$ cat src/rtl/ols_dec_pkg.sv
package ols_dec_pkg;
  localparam int unsigned M     = 4;
  localparam int unsigned T     = 2;
  localparam int unsigned NGRP  = 2 * T;
  localparam int unsigned DW    = M * M;
  localparam int unsigned CW    = NGRP * M;
  localparam int unsigned IDXW  = $clog2(CW);
  localparam int unsigned CNTW  = $clog2(NGRP + 2) + 1;

  // doubling in GF(4) under x^2+x+1
  function automatic int unsigned gf_dbl(input int unsigned a);
    int unsigned s;
    s = (a << 1) & (M - 1);
    if ((a & 2) != 0) s = s ^ 3;
    return s;
  endfunction

  // row index of group g that covers data bit bi
  function automatic int unsigned grp_row(input int unsigned g, input int unsigned bi);
    int unsigned r, c, s;
    r = bi / M;
    c = bi % M;
    case (g)
      0:       s = r;
      1:       s = c;
      2:       s = r ^ c;
      default: s = r ^ gf_dbl(c);
    endcase
    return g * M + s;
  endfunction
endpackage

$ cat src/rtl/ols_chk_expand.sv
module ols_chk_expand
  import ols_dec_pkg::*;
(
  input  logic [CW-1:0] chk_packed,
  input  logic [CW-1:0] row_en,
  output logic [CW-1:0] chk_full
);
  logic [IDXW-1:0] idx;

  always_comb begin
    idx      = '0;
    chk_full = '0;
    for (int r = 0; r < CW; r++) begin
      if (row_en[r]) begin
        chk_full[r] = chk_packed[idx];
        idx         = idx + 1'b1;
      end
    end
  end
endmodule

$ cat src/rtl/ols_row_parity.sv
module ols_row_parity
  import ols_dec_pkg::*;
(
  input  logic [DW-1:0] data,
  output logic [CW-1:0] row_par
);
  always_comb begin
    row_par = '0;
    for (int unsigned i = 0; i < DW; i++) begin
      for (int unsigned g = 0; g < NGRP; g++) begin
        row_par[grp_row(g, i)] = row_par[grp_row(g, i)] ^ data[i];
      end
    end
  end
endmodule

$ cat src/rtl/ols_bit_voter.sv
module ols_bit_voter
  import ols_dec_pkg::*;
(
  input  logic            d_rx,
  input  logic [NGRP-1:0] est,
  input  logic [NGRP-1:0] en,
  output logic            d_fix
);
  logic [CNTW-1:0] ones;
  logic [CNTW-1:0] votes;

  always_comb begin
    ones  = CNTW'(d_rx);
    votes = CNTW'(1);
    for (int g = 0; g < NGRP; g++) begin
      ones  = ones + CNTW'(est[g] & en[g]);
      votes = votes + CNTW'(en[g]);
    end
    // compare 2*ones against votes; equality is a tie
    if ({ones, 1'b0} > {1'b0, votes})      d_fix = 1'b1;
    else if ({ones, 1'b0} < {1'b0, votes}) d_fix = 1'b0;
    else                                   d_fix = d_rx;
  end
endmodule

$ cat src/rtl/ols_adj_decoder.sv
module ols_adj_decoder
  import ols_dec_pkg::*;
(
  input  logic          clk,
  input  logic          rst_n,
  input  logic          in_valid,
  input  logic [DW-1:0] in_data,
  input  logic [CW-1:0] in_chk,
  input  logic [CW-1:0] in_mask,
  output logic          out_valid,
  output logic [DW-1:0] out_data,
  output logic          out_corrected
);
  logic [CW-1:0] chk_full;
  logic [CW-1:0] row_par;
  logic [DW-1:0] fix_next;
  logic          flag_next;
  logic [DW-1:0] data_q;
  logic          flag_q;
  logic          vld_q;

  ols_chk_expand u_expand (
    .chk_packed (in_chk),
    .row_en     (in_mask),
    .chk_full   (chk_full)
  );

  ols_row_parity u_par (
    .data    (in_data),
    .row_par (row_par)
  );

  for (genvar i = 0; i < DW; i++) begin : g_bit
    logic [NGRP-1:0] est;
    logic [NGRP-1:0] en;
    for (genvar g = 0; g < NGRP; g++) begin : g_grp
      localparam int unsigned ROW = grp_row(g, i);
      // row parity already contains the bit itself; cancel it
      assign est[g] = chk_full[ROW] ^ row_par[ROW] ^ in_data[i];
      assign en[g]  = in_mask[ROW];
    end
    ols_bit_voter u_vote (
      .d_rx  (in_data[i]),
      .est   (est),
      .en    (en),
      .d_fix (fix_next[i])
    );
  end

  assign flag_next = |(fix_next ^ in_data);

  always_ff @(posedge clk or negedge rst_n) begin
    if (!rst_n) begin
      vld_q  <= 1'b0;
      data_q <= '0;
      flag_q <= 1'b0;
    end else begin
      vld_q <= in_valid;
      if (in_valid) begin
        data_q <= fix_next;
        flag_q <= flag_next;
      end
    end
  end

  assign out_valid     = vld_q;
  assign out_data      = data_q;
  assign out_corrected = flag_q;
endmodule

$ cat config.mk
export PLATFORM = sky130hd
export DESIGN_NAME = ols_adj_decoder
export DESIGN_NICKNAME = d
export VERILOG_FILES = /design/src/rtl/ols_dec_pkg.sv /design/src/rtl/ols_chk_expand.sv /design/src/rtl/ols_row_parity.sv /design/src/rtl/ols_bit_voter.sv /design/src/rtl/ols_adj_decoder.sv
export SDC_FILE = /design/constraint.sdc
export NUM_CORES = 1
export LEC_CHECK = 0
export BUFFER_PORTS_ARGS = -buffer_cell sky130_fd_sc_hd__buf_2
export CELL_PAD_IN_SITES_DETAIL_PLACEMENT = 1
export CELL_PAD_IN_SITES_GLOBAL_PLACEMENT = 2
export CORE_AREA = 2 2 158 160
export DETAILED_ROUTE_END_ITERATION = 6
export DIE_AREA = 0 0 160 162
export PLACE_DENSITY_LB_ADDON = 0.08
export SLEW_MARGIN = 30
export SYNTH_ARGS = -nofsm -noshare
export SYNTH_HDL_FRONTEND = slang
export SYNTH_SLANG_ARGS = --single-unit
$ cat constraint.sdc
create_clock -name clk -period 0.8 [get_ports clk]
set_clock_uncertainty 0.15 [all_clocks]
set_input_delay 0.04 -clock clk [delete_from_list [all_inputs] [get_ports clk]]
set_output_delay 0.04 -clock clk [all_outputs]
set_load 0.02 [all_outputs]
* Yosys cells after proc, flatten, opt, wreduce, memory -nomap -nowiden
Index checks and enable logic that the tools add are counted.
Cells by class: $add $sub $neg 130, multiply operators 0, div/mod/pow operators 0, order comparisons 47, equal/unequal tests 0, shift-type cells 0, mux-type cells 93, bitwise logic cells 193, reductions and logical operators 1
Operators with widths (number):
- $add 4x1->4 | 48
- $add 4x4->4 | 48
- $xor 1x1->1 | 128
- $gt 5x4->1 | 16
- $lt 5x4->1 | 16
- $lt 4x5->1 const B | 14
- $add 1x4->4 | 16
- $and 1x1->1 | 64
- $mux 1 | 64
- $bmux 1 s4 | 15
- $mux 4 | 14
- $add 4x1->4 const B | 13
- $reduce_or 16->1 | 1
- $xor 16x16->16 | 1
- $add 1x1->2 const A | 4
- $lt 1x5->1 const B | 1
- $add 1x1->2 const B | 1
Word-level totals: register bits after elaboration 18, bits in latches 0, bits in writable memories 0, ROM bits 0, input port bits 51, output and inout port bits 18, logic and storage cells 467, memories kept 0

* Depth between registers and ports, before layout
Gate-level depths: netlist of the first run.
depth after elaboration 41, mapped depth 68, depth with buffers taken out 66

* Modules after synthesis
From an unflattened synthesis of the first run, not the netlist that was laid out.
Second synthesis, totals: cell total of the unflattened synthesis 1083, area, all modules 9078.7 µm²
By module, submodules not included:
- ols_bit_voter | instances 16, cells each 28, area an instance 220.2 µm², seq. area each 0.0 µm²
- ols_chk_expand | instances 1, cells each 428, area an instance 3437.0 µm², seq. area each 0.0 µm²
- ols_adj_decoder | instances 1, cells each 155, area an instance 1677.9 µm², seq. area each 450.4 µm²
- ols_row_parity | instances 1, cells each 52, area an instance 440.4 µm², seq. area each 0.0 µm²

* Worst setup path before layout of the first run
No wires, ideal clock.
kind in2reg, from input in_mask[1], to register flag_q (netlist: out_corrected), data arrival time 14.100 ns, data required time 0.524 ns, path slack -13.576 ns, cell stages on the path 65, path buffers 3, cells stage by stage inv_1 -> ha_1 -> buf_6 -> xnor2_4 -> inv_2 -> ha_1 -> nand2_1 -> o31ai_1 -> ha_1 -> nand2b_1 -> o21a_1 -> clkbuf_1 -> ha_1 -> mux2i_1 -> or2_2 -> clkbuf_1 -> inv_1 -> ha_1 -> [... 29 more ...] -> o21ai_1 -> mux4_2 -> mux4_2 -> xnor2_2 -> xnor3_1 -> and2_1 -> fa_1 -> inv_1 -> fa_1 -> inv_1 -> ha_1 -> ha_1 -> nand2_1 -> nor3_1 -> mux2i_1 -> a2bb2oi_1 -> o2111ai_1 -> o32a_1
Between the ends: cells in the longest elaborated chain, start to end 39
RTL lines:
- from (decl) | RTL line ols_adj_decoder.sv:9 | input logic [CW-1:0] in_mask,
- $mux 4 | RTL line ols_chk_expand.sv:14 | if (row_en[r]) begin
- $add 4x1->4 | RTL line ols_chk_expand.sv:16 | idx = idx + 1'b1;
- $mux 4 | RTL line ols_chk_expand.sv:14
- $add 4x1->4 | RTL line ols_chk_expand.sv:16
- $mux 4 | RTL line ols_chk_expand.sv:14
- $add 4x1->4 | RTL line ols_chk_expand.sv:16
- $mux 4 | RTL line ols_chk_expand.sv:14
- $add 4x1->4 | RTL line ols_chk_expand.sv:16
- [... 22 more ...]
- $xor 1x1->1 (2 in a row) | RTL line ols_adj_decoder.sv:39 | assign est[g] = chk_full[ROW] ^ row_par[ROW] ^ in_data[i];
- $and 1x1->1 | RTL line ols_bit_voter.sv:16 | ones = ones + CNTW'(est[g] & en[g]);
- $add 4x4->4 | RTL line ols_bit_voter.sv:16
- $lt 5x4->1 | RTL line ols_bit_voter.sv:21 | else if ({ones, 1'b0} < {1'b0, votes}) d_fix = 1'b0;
- $mux 1 | RTL line ols_bit_voter.sv:21
- $mux 1 | RTL line ols_bit_voter.sv:20 | if ({ones, 1'b0} > {1'b0, votes}) d_fix = 1'b1;
- $xor 16x16->16 * | RTL line ols_adj_decoder.sv:50 | assign flag_next = |(fix_next ^ in_data);
- $reduce_or 16->1 * | RTL line ols_adj_decoder.sv:50
- to (signal assigned) | RTL line ols_adj_decoder.sv:61 | flag_q <= flag_next;
- to (decl) | RTL line ols_adj_decoder.sv:19 | logic flag_q;
Every way passes the cells marked *; elsewhere a longest branch is shown, timed or not. The select of a mux whose other input is x is not followed. A chain may end at the register's enable or synchronous reset.

* Final worst setup path of the first run
Same ends and word-level chain as after synthesis.

==> impl_metrics.yaml, run 1 <==
clock_network:
  cts_tree: "done"
  cts_made_buffers: 3
  clk_latency_ps: 260
  clk_path_buf_depth: 2
  cts_sinks: 18
  root_buffer: "clkbuf_16"
  clk_pin_slew_ps: 60
  cts_hold_buffers: 1
  htreeDepth: 1
sta:
  fin_crit_ps: 11490
  worst_slew_pin_slew_ps: 587
  timing.fmax_mhz: 87.0
  grt_setup_unrepaired: "true"
  whs_ps: -71.4
  slew_headroom_pct: 60.3
  setup-violations-final: 35
  layout_setup_ws_ps: -10690
  hold_viol: 1
  post-route-period-util_pct: 1440
  slew_violations: 0
finish:
  layout.nets: 1570
  fin_area_sq_um: 14400
  fill_cells: 2687
  utilization_pct: 59.8
  diodes: 0
  syn2layout_area_growth_pct: 68.0
  final_layout_size_suffix_gt1_share_pct: 57.6
synth:
  synth_nets: 1120
  synth_area_sq_um: 8580
  ys_top_cells_by_area: "fa_1, xnor2_1, ha_1, mux4_2, mux2i_1"
  synth.largest_area_cell: "fa_1"
  yosysSeqAreaShare_pct: 5.25
  syn_avg_cell_area_sq_um: 9.25
  synth_most_common_cell: "xnor2_1"
  postSynth.asyncResetShare_pct: 100
  yosys_warnings: 0
  synth_ff_type: "dfrtp_1"
  yosysTopAreaCellShare_pct: 14.9
  synth_cell_types: 66
  netlist_top_cells_count: "xnor2_1, inv_1, ha_1"
  ys_seq_elements: 18
  synth_enable_flop_cells: 0
  syn_inst: 927
hold_path:
  hold_class: "in -> reg"
  holdPathEnd: "out_valid"
  hold_path_startpoint: "in_valid"
  holdPathStages: 2
flow_run:
  drv_cap: 0
floorplanning:
  num_rows: 57
  core_area_sq_um: 24100
  die_h_um: 162
  initial_core_util_pct: 35.6
  die_area_sq_um: 25900
  die_w_um: 160
  ios: 69
detailed_routing:
  first_pass_iters: 4
  ant_nets: 0
  vias_per_cell: 5.26
  vias: 8935
  drt_iter0_drc: 417
  finalWirelength_mm: 39.7
  drcViolationCount: 0
  wire_per_inst_um: 23.4
critical_path:
  cp_max_fo: 6
  crit_top_cell: "ha_4"
  regToRegEndpoint: "out_data[12]"
  rrSetupSlack_ps: -240
  r2r-start: "out_data[12]"
  crit_start: "in_mask[1]"
  arrival_ps: 11480
  path_class: "in -> reg"
  cp.required_ps: 790
  slowest_delay_ps: 610
  r2r_cells: 2
  cpMaxStageDelayCell: "mux4_2"
  endpoint_kind: "flip-flop"
  worstSetupStartpointType: "input port"
place:
  io_buffers: 68
  postPlaceCellArea_sq_um: 12200
  place.gp.congestion: 0.888
  dp_hpwl_mm: 29.2
global_routing:
  antenna_found_initial: 0
  grt.busiest_layer: "met2"
  grt_pass1_vias: 10300
  grt_util_met1_pct: 34.6
  grt_max_degree: 19
  grt_pass1_wl_mm: 60.0
  met2_usage_pct: 58.0
  grt-ovfl-total: 0
  grt_use_met3_pct: 2.45
  grt_util_all_layers_pct: 30.6
run_status:
  status: "finished with violations"
  violations: "hold timing, setup timing"
==> critical path, delay by kind of cell <==
family	cells	cell delay [ps]
buffers and inverters	11	770
XOR/XNOR	2	490
AND/OR/NAND/NOR	14	1600
AO/OA/AOI/OAI	14	2150
adder cells (fa/ha/maj)	16	4280
multiplexers	7	2120
==> cell families (layout without fill, tap and decap cells) <==
family / count (synthesis) / in the layout / share of synthesized area (%)
and+or+nand+nor: 194 / 194 / 10.6
adders and majority gates: 142 / 142 / 26.3
xor gates and xnor gates: 189 / 189 / 22.9
DFF: 18 / 18 / 5.25
muxes: 113 / 113 / 19.0
buffers and inverters: 175 / 624 / 7.98
AOI/OAI and AO/OA: 96 / 96 / 7.95
==> how the worst max path moves through the flow <==
stage,end,depth (start not counted),slack (ps)
after floorplan,out_corrected,65,-11580
after global placement,out_corrected,67,-10930
after detailed placement,out_corrected,67,-11400
after CTS,out_corrected,64,-10480
after global routing,out_corrected,61,-10960
final,out_corrected,64,-10690
==> repair_timing <==
item                                   CTS  global route
buffers inserted                       110            38
endpoints found under the hold margin   19             1
resized for setup                      199            89
setup endpoints to repair               35            53
pin swaps                               74            79
==> cells in the final DEF, fill, tap and decap left out, drive strengths merged, types with 3 or more instances in the layout <==
cell / count
a211o: 8
a211oi: 18
a21oi: 15
and2: 9
and3: 3
buf: 491
clkbuf: 5
clkinv: 13
dfrtp: 18
fa: 64
ha: 78
inv: 112
mux2: 25
mux2i: 51
mux4: 37
nand2: 68
nand2b: 5
nand3: 15
nand4: 5
nor2: 54
nor2b: 4
nor3: 14
nor4: 3
nor4bb: 5
o211ai: 5
o21a: 3
o21ai: 15
o22ai: 5
o311ai: 3
or2: 6
xnor2: 148
xnor3: 11
xor2: 26
xor3: 4
==> metal layers <==
metal | wire [um] | up-vias | share of wire (%)
li1 | - | 4020 | -
met1 | 15100 | 4489 | 38
met2 | 20900 | 304 | 53
met3 | 1560 | 122 | 3.9
met4 | 2160 | 0 | 5.4
met5 | 0 | - | 0
==> final cells by class <==
class / count / area, sq um / share of cell area, %
sequential: 18 / 450 / 3.13
inverter: 127 / 492 / 3.41
clock buffer: 4 / 88.8 / 0.616
tap: 324 / 405 / 2.81
timing repair buffer: 493 / 3950 / 27.4
multi-input combinational: 734 / 9020 / 62.6
==> flip-flops by register name, indices dropped and copies added, names as in the netlist <==
signal	cells
out_data	16
out_corrected	1
out_valid	1
==> stage by stage <==
stage	setup WS, ps	TNS [ps]	instances	hold slack [ps]
floorplan	-11580	-178500	927	-406
global placement	-10930	-171860	1592	-145
detailed placement	-11400	-177280	1592	-137
CTS	-10480	-171350	1688	-78.4
global route	-10960	-178370	1700	-49.8
finish	-10690	-173420	1700	-71.4
Power of run 1 is left out: the tool's default activity adds up to more than one toggle a clock period on the data nets, which glitch-free logic cannot reach.
==> run 2: changes to the inputs <==
--- a/config.mk
+++ b/config.mk
@@ -11,7 +11,7 @@
 export CORE_AREA = 2 2 158 160
 export DETAILED_ROUTE_END_ITERATION = 6
 export DIE_AREA = 0 0 160 162
-export PLACE_DENSITY_LB_ADDON = 0.08
+export PLACE_DENSITY = 0.81
 export SLEW_MARGIN = 30
 export SYNTH_ARGS = -nofsm -noshare
 export SYNTH_HDL_FRONTEND = slang
==> run 2 against run 1 <==
Net effect:
- the run ends with setup timing left
- utilization increased by 0.078 points
- worst hold slack improved by 170 ps
- final cell count unchanged
- die area unchanged
- final area increased by 0.13%
- count of clock-buffer cells in the layout decreased by 1
- via count increased by 16%
- largest cell class unchanged
- highest routed layer unchanged
==> impl_metrics.yaml, run 2 (same netlist as run 1, synthesis figures left out) <==
global_routing:
  grt_pass1_wl_mm: 69.8
  grt_max_degree: 19
  grt-ovfl-total: 0
  antenna_found_initial: 1
  grt_util_all_layers_pct: 35.7
  grt_pass1_vias: 11100
place:
  dp_slack_ps: -11190
  placed_cells: 1594
  place.gp.congestion: 0.889
  postPlaceCellArea_sq_um: 12300
  dp_hpwl_mm: 30.3
  io_buffers: 68
clock_network:
  cts_tree: "done"
  cts_sinks: 18
  cts_made_buffers: 3
  htreeDepth: 1
  clk_pin_slew_ps: 60
  root_buffer: "clkbuf_16"
  clk_path_buf_depth: 2
  clk_latency_ps: 250
floorplanning:
  ios: 69
  die_area_sq_um: 25900
  initial_core_util_pct: 35.6
  die_w_um: 160
  die_h_um: 162
  core_area_sq_um: 24100
  num_rows: 57
finish:
  largest_reg_flops: 16
  fill_cells: 2650
  fin_area_sq_um: 14400
  final_layout_size_suffix_gt1_share_pct: 57.1
  syn2layout_area_growth_pct: 68.2
  final_cell_mix: "buf_4, xnor2_1, inv_1"
  final_cells: 1700
  layout.nets: 1570
  layout_commonest_cell: "buf_4"
run_status:
  status: "finished with violations"
  violations: "setup timing"
critical_path:
  worstSetupStartpointType: "input port"
  path_class: "in -> reg"
  cpMaxStageDelayCell: "mux4_2"
  cp_max_fo: 4
  slowest_delay_ps: 610
  cp.required_ps: 790
  arrival_ps: 11980
  endpoint_kind: "flip-flop"
  crit_top_cell: "ha_4"
sta:
  whs_ps: 98.5
  slew_headroom_pct: 45.4
  fin_crit_ps: 12000
  setup-violations-final: 35
  slew_violations: 0
  post-route-period-util_pct: 1500
  timing.fmax_mhz: 83.4
  layout_setup_ws_ps: -11200
  worst_slew_pin_slew_ps: 813
  hold_viol: 0
  grt_setup_unrepaired: "true"
detailed_routing:
  drcViolationCount: 0
  first_pass_iters: 5
  vias: 10400
  vias_per_cell: 6.10
  wire_per_inst_um: 31.5
  drt_iter0_drc: 847
  finalWirelength_mm: 53.5
  ant_nets: 0
hold_path:
  hold_class: "in -> async"
flow_run:
  drv_cap: 0
-- run 2: path summary, 6_finish.rpt --
check	depth (start not counted)	to	startpoint	slack (ps)
worst max-delay path	64	out_corrected	in_mask[1]	-11200
worst min-delay path	2	out_data[8]	rst_n	100
worst max register to register	2	out_data[10]	out_data[10]	-310
worst min register to register	1	out_data[13]	out_data[13]	390
max in group asynchronous	2	out_data[15]	rst_n	170
min in group clk	3	out_valid	in_valid	110
-- run 2: final cells by class --
cell class                      instances  area [sq um]  area share [%]
Timing Repair Buffer                  493          3970            27.5
Antenna cell                            1          2.50          0.0173
Tap cell                              324           405            2.81
Multi-Input combinational cell        734          9030            62.6
Inverter                              127           494            3.43
Sequential cell                        18           450            3.12
Clock buffer                            3          75.1           0.520
-- run 2: repair_timing --
action	4_1_cts	5_1_grt
setup buffers	85	34
hold buffers	1	0
hold endpoints to repair	18	0
resized for setup	175	87
pin swaps	72	40
endpoints found under the setup margin	35	53
-- run 2: per-layer routing --
metal / GRT usage (%) / routed length, um
met1: 41.8 / 18900
met2: 61.8 / 24400
met3: 6.15 / 4470
met4: 21.3 / 5740
met5: 0 / 0
-- run 2: critical path: cells and delay by family --
kind	cells	cell delay [ps]
adders and majority gates	16	4430
AOI/OAI and AO/OA	14	2220
muxes	7	2200
and+or+nand+nor	14	1760
buffers and inverters	11	830
xor gates and xnor gates	2	500
-- run 2: through the flow --
| stage | TNS [ps] | util, % |
|---|---|---|
| final | -181050 | 59.9 |
| after global routing | -184120 | 59.9 |
| after CTS | -168220 | 56.9 |
| after detailed placement | -176570 | 51.1 |
| after global placement | -169810 | 51.1 |
| after floorplan | -178500 | - |
Power of run 2 is left out for the same reason.
==> run 3: changes to the inputs <==
--- a/config.mk
+++ b/config.mk
@@ -11,6 +11,7 @@
 export CORE_AREA = 2 2 158 160
 export DETAILED_ROUTE_END_ITERATION = 6
 export DIE_AREA = 0 0 160 162
+export MAX_ROUTING_LAYER = met4
 export PLACE_DENSITY = 0.81
 export SLEW_MARGIN = 30
 export SYNTH_ARGS = -nofsm -noshare
==> run 3 against run 2 <==
Net effect:
- the run still ends with setup timing left
- non-clock buffer count shrank 2
- global-route usage grew 0.97 points
- sequential share of layout area is essentially flat
- final area grew 0.31%
- die area is the same
- count of clock-buffer cells in the layout is the same
- wire length grew 0.32%
- final cell count shrank 0.18%
- utilization grew 0.19 points
==> impl_metrics.yaml, run 3 (same netlist as run 1, synthesis figures left out) <==
sta:
  timing.fmax_mhz: 83.2
  worst_slew_pin_slew_ps: 707
  hold_viol: 0
  setup-violations-final: 35
  fin_crit_ps: 12020
  grt_setup_unrepaired: "true"
  slew_headroom_pct: 52.5
  post-route-period-util_pct: 1500
  layout_setup_ws_ps: -11220
  slew_violations: 0
critical_path:
  arrival_ps: 12000
  cp_max_fo: 4
  path_class: "in -> reg"
  endpoint_kind: "flip-flop"
  slowest_delay_ps: 600
  cpMaxStageDelayCell: "mux4_2"
  cp.required_ps: 790
  worstSetupStartpointType: "input port"
  crit_start: "in_mask[0]"
  r2r-start: "out_data[10]"
  crit_top_cell: "ha_4"
clock_network:
  clk_path_buf_depth: 2
  cts_made_buffers: 3
  clk_latency_ps: 260
  root_buffer: "clkbuf_16"
  cts_sinks: 18
  clk_pin_slew_ps: 70
  htreeDepth: 1
  cts_tree: "done"
global_routing:
  grt_pass1_wl_mm: 69.6
  grt-ovfl-total: 0
  grt_util_all_layers_pct: 36.7
  grt_max_degree: 19
  antenna_found_initial: 0
  grt_pass1_vias: 11200
run_status:
  violations: "setup timing"
  status: "finished with violations"
hold_path:
  hold_class: "in -> async"
floorplanning:
  die_w_um: 160
  die_h_um: 162
  die_area_sq_um: 25900
  num_rows: 57
  ios: 69
  core_area_sq_um: 24100
  initial_core_util_pct: 35.6
finish:
  final_cell_mix: "buf_4, xnor2_1, inv_1"
  final_cells: 1697
  final_layout_size_suffix_gt1_share_pct: 57.3
  layout.nets: 1568
  syn2layout_area_growth_pct: 68.8
  fill_cells: 2647
  largest_reg_flops: 16
  diodes: 0
  regArea_sq_um: 450
  multi_input_area_sq_um: 9070
  layout_commonest_cell: "buf_4"
detailed_routing:
  wire_per_inst_um: 31.7
  vias_per_cell: 6.09
  first_pass_iters: 7
  vias: 10300
  ant_nets: 0
  finalWirelength_mm: 53.7
  drcViolationCount: 0
  drt_iter0_drc: 976
place:
  io_buffers: 68
  place.gp.congestion: 0.904
  dp_hpwl_mm: 30.3
  placed_cells: 1594
flow_run:
  drv_cap: 0
run 3: metrics by stage:
| stage | util (%) | setup TNS [ps] | hold slack, ps | cell area, sq um | worst slack [ps] |
|---|---|---|---|---|---|
| final | 60.0 | -182150 | 74.1 | 14500 | -11220 |
| after global routing | 60.0 | -184800 | 101 | 14500 | -11390 |
| after CTS | 56.9 | -168220 | 87.8 | 13700 | -10350 |
| after detailed placement | 51.1 | -176570 | -140 | 12300 | -11190 |
| after global placement | 51.1 | -169810 | -147 | 12300 | -10750 |
| after floorplan | - | -178500 | -406 | 9240 | -11580 |
run 3: layout make-up:
| cell class | count | area share [%] |
|---|---|---|
| Sequential cell | 18 | 3.11 |
| Inverter | 127 | 3.41 |
| Clock buffer | 3 | 0.519 |
| Timing Repair Buffer | 491 | 27.5 |
| Multi-Input combinational cell | 734 | 62.7 |
| Tap cell | 324 | 2.80 |
run 3: path summary, 6_finish.rpt:
kind | depth (start not counted) | slack, ps | end
worst max register to register | 2 | -300 | out_data[10]
worst max-delay path | 62 | -11220 | out_corrected
min in group clk | 3 | 110 | out_valid
worst min-delay path | 2 | 70 | out_data[3]
worst min register to register | 1 | 390 | out_data[15]
max in group asynchronous | 2 | 190 | out_data[15]
run 3: timing repair:
action / in CTS / in global routing
gates cloned: 0 / 0
buffers inserted: 85 / 33
endpoints found under the setup margin: 35 / 53
gates resized for setup: 175 / 98
endpoints found under the hold margin: 18 / 0
pin swaps: 72 / 45
hold buffers: 1 / 0
run 3: critical path: cells and delay by family:
kind                       cells  cell delay [ps]
buffers and inverters         12             1070
and+or+nand+nor               11             1420
muxes                          7             2080
adders and majority gates     15             4340
xor gates and xnor gates       4              970
AOI/OAI and AO/OA             13             2060
run 3: per-layer routing:
layer | GRT usage (%) | part of all wire, % | vias up
met5 | - | 0 | -
met1 | 41.8 | 36 | 5122
li1 | - | - | 4025
met4 | 21.2 | 9.7 | 0
met2 | 61.8 | 46 | 788
met3 | 5.77 | 8.6 | 393
Power of run 3 is left out for the same reason.
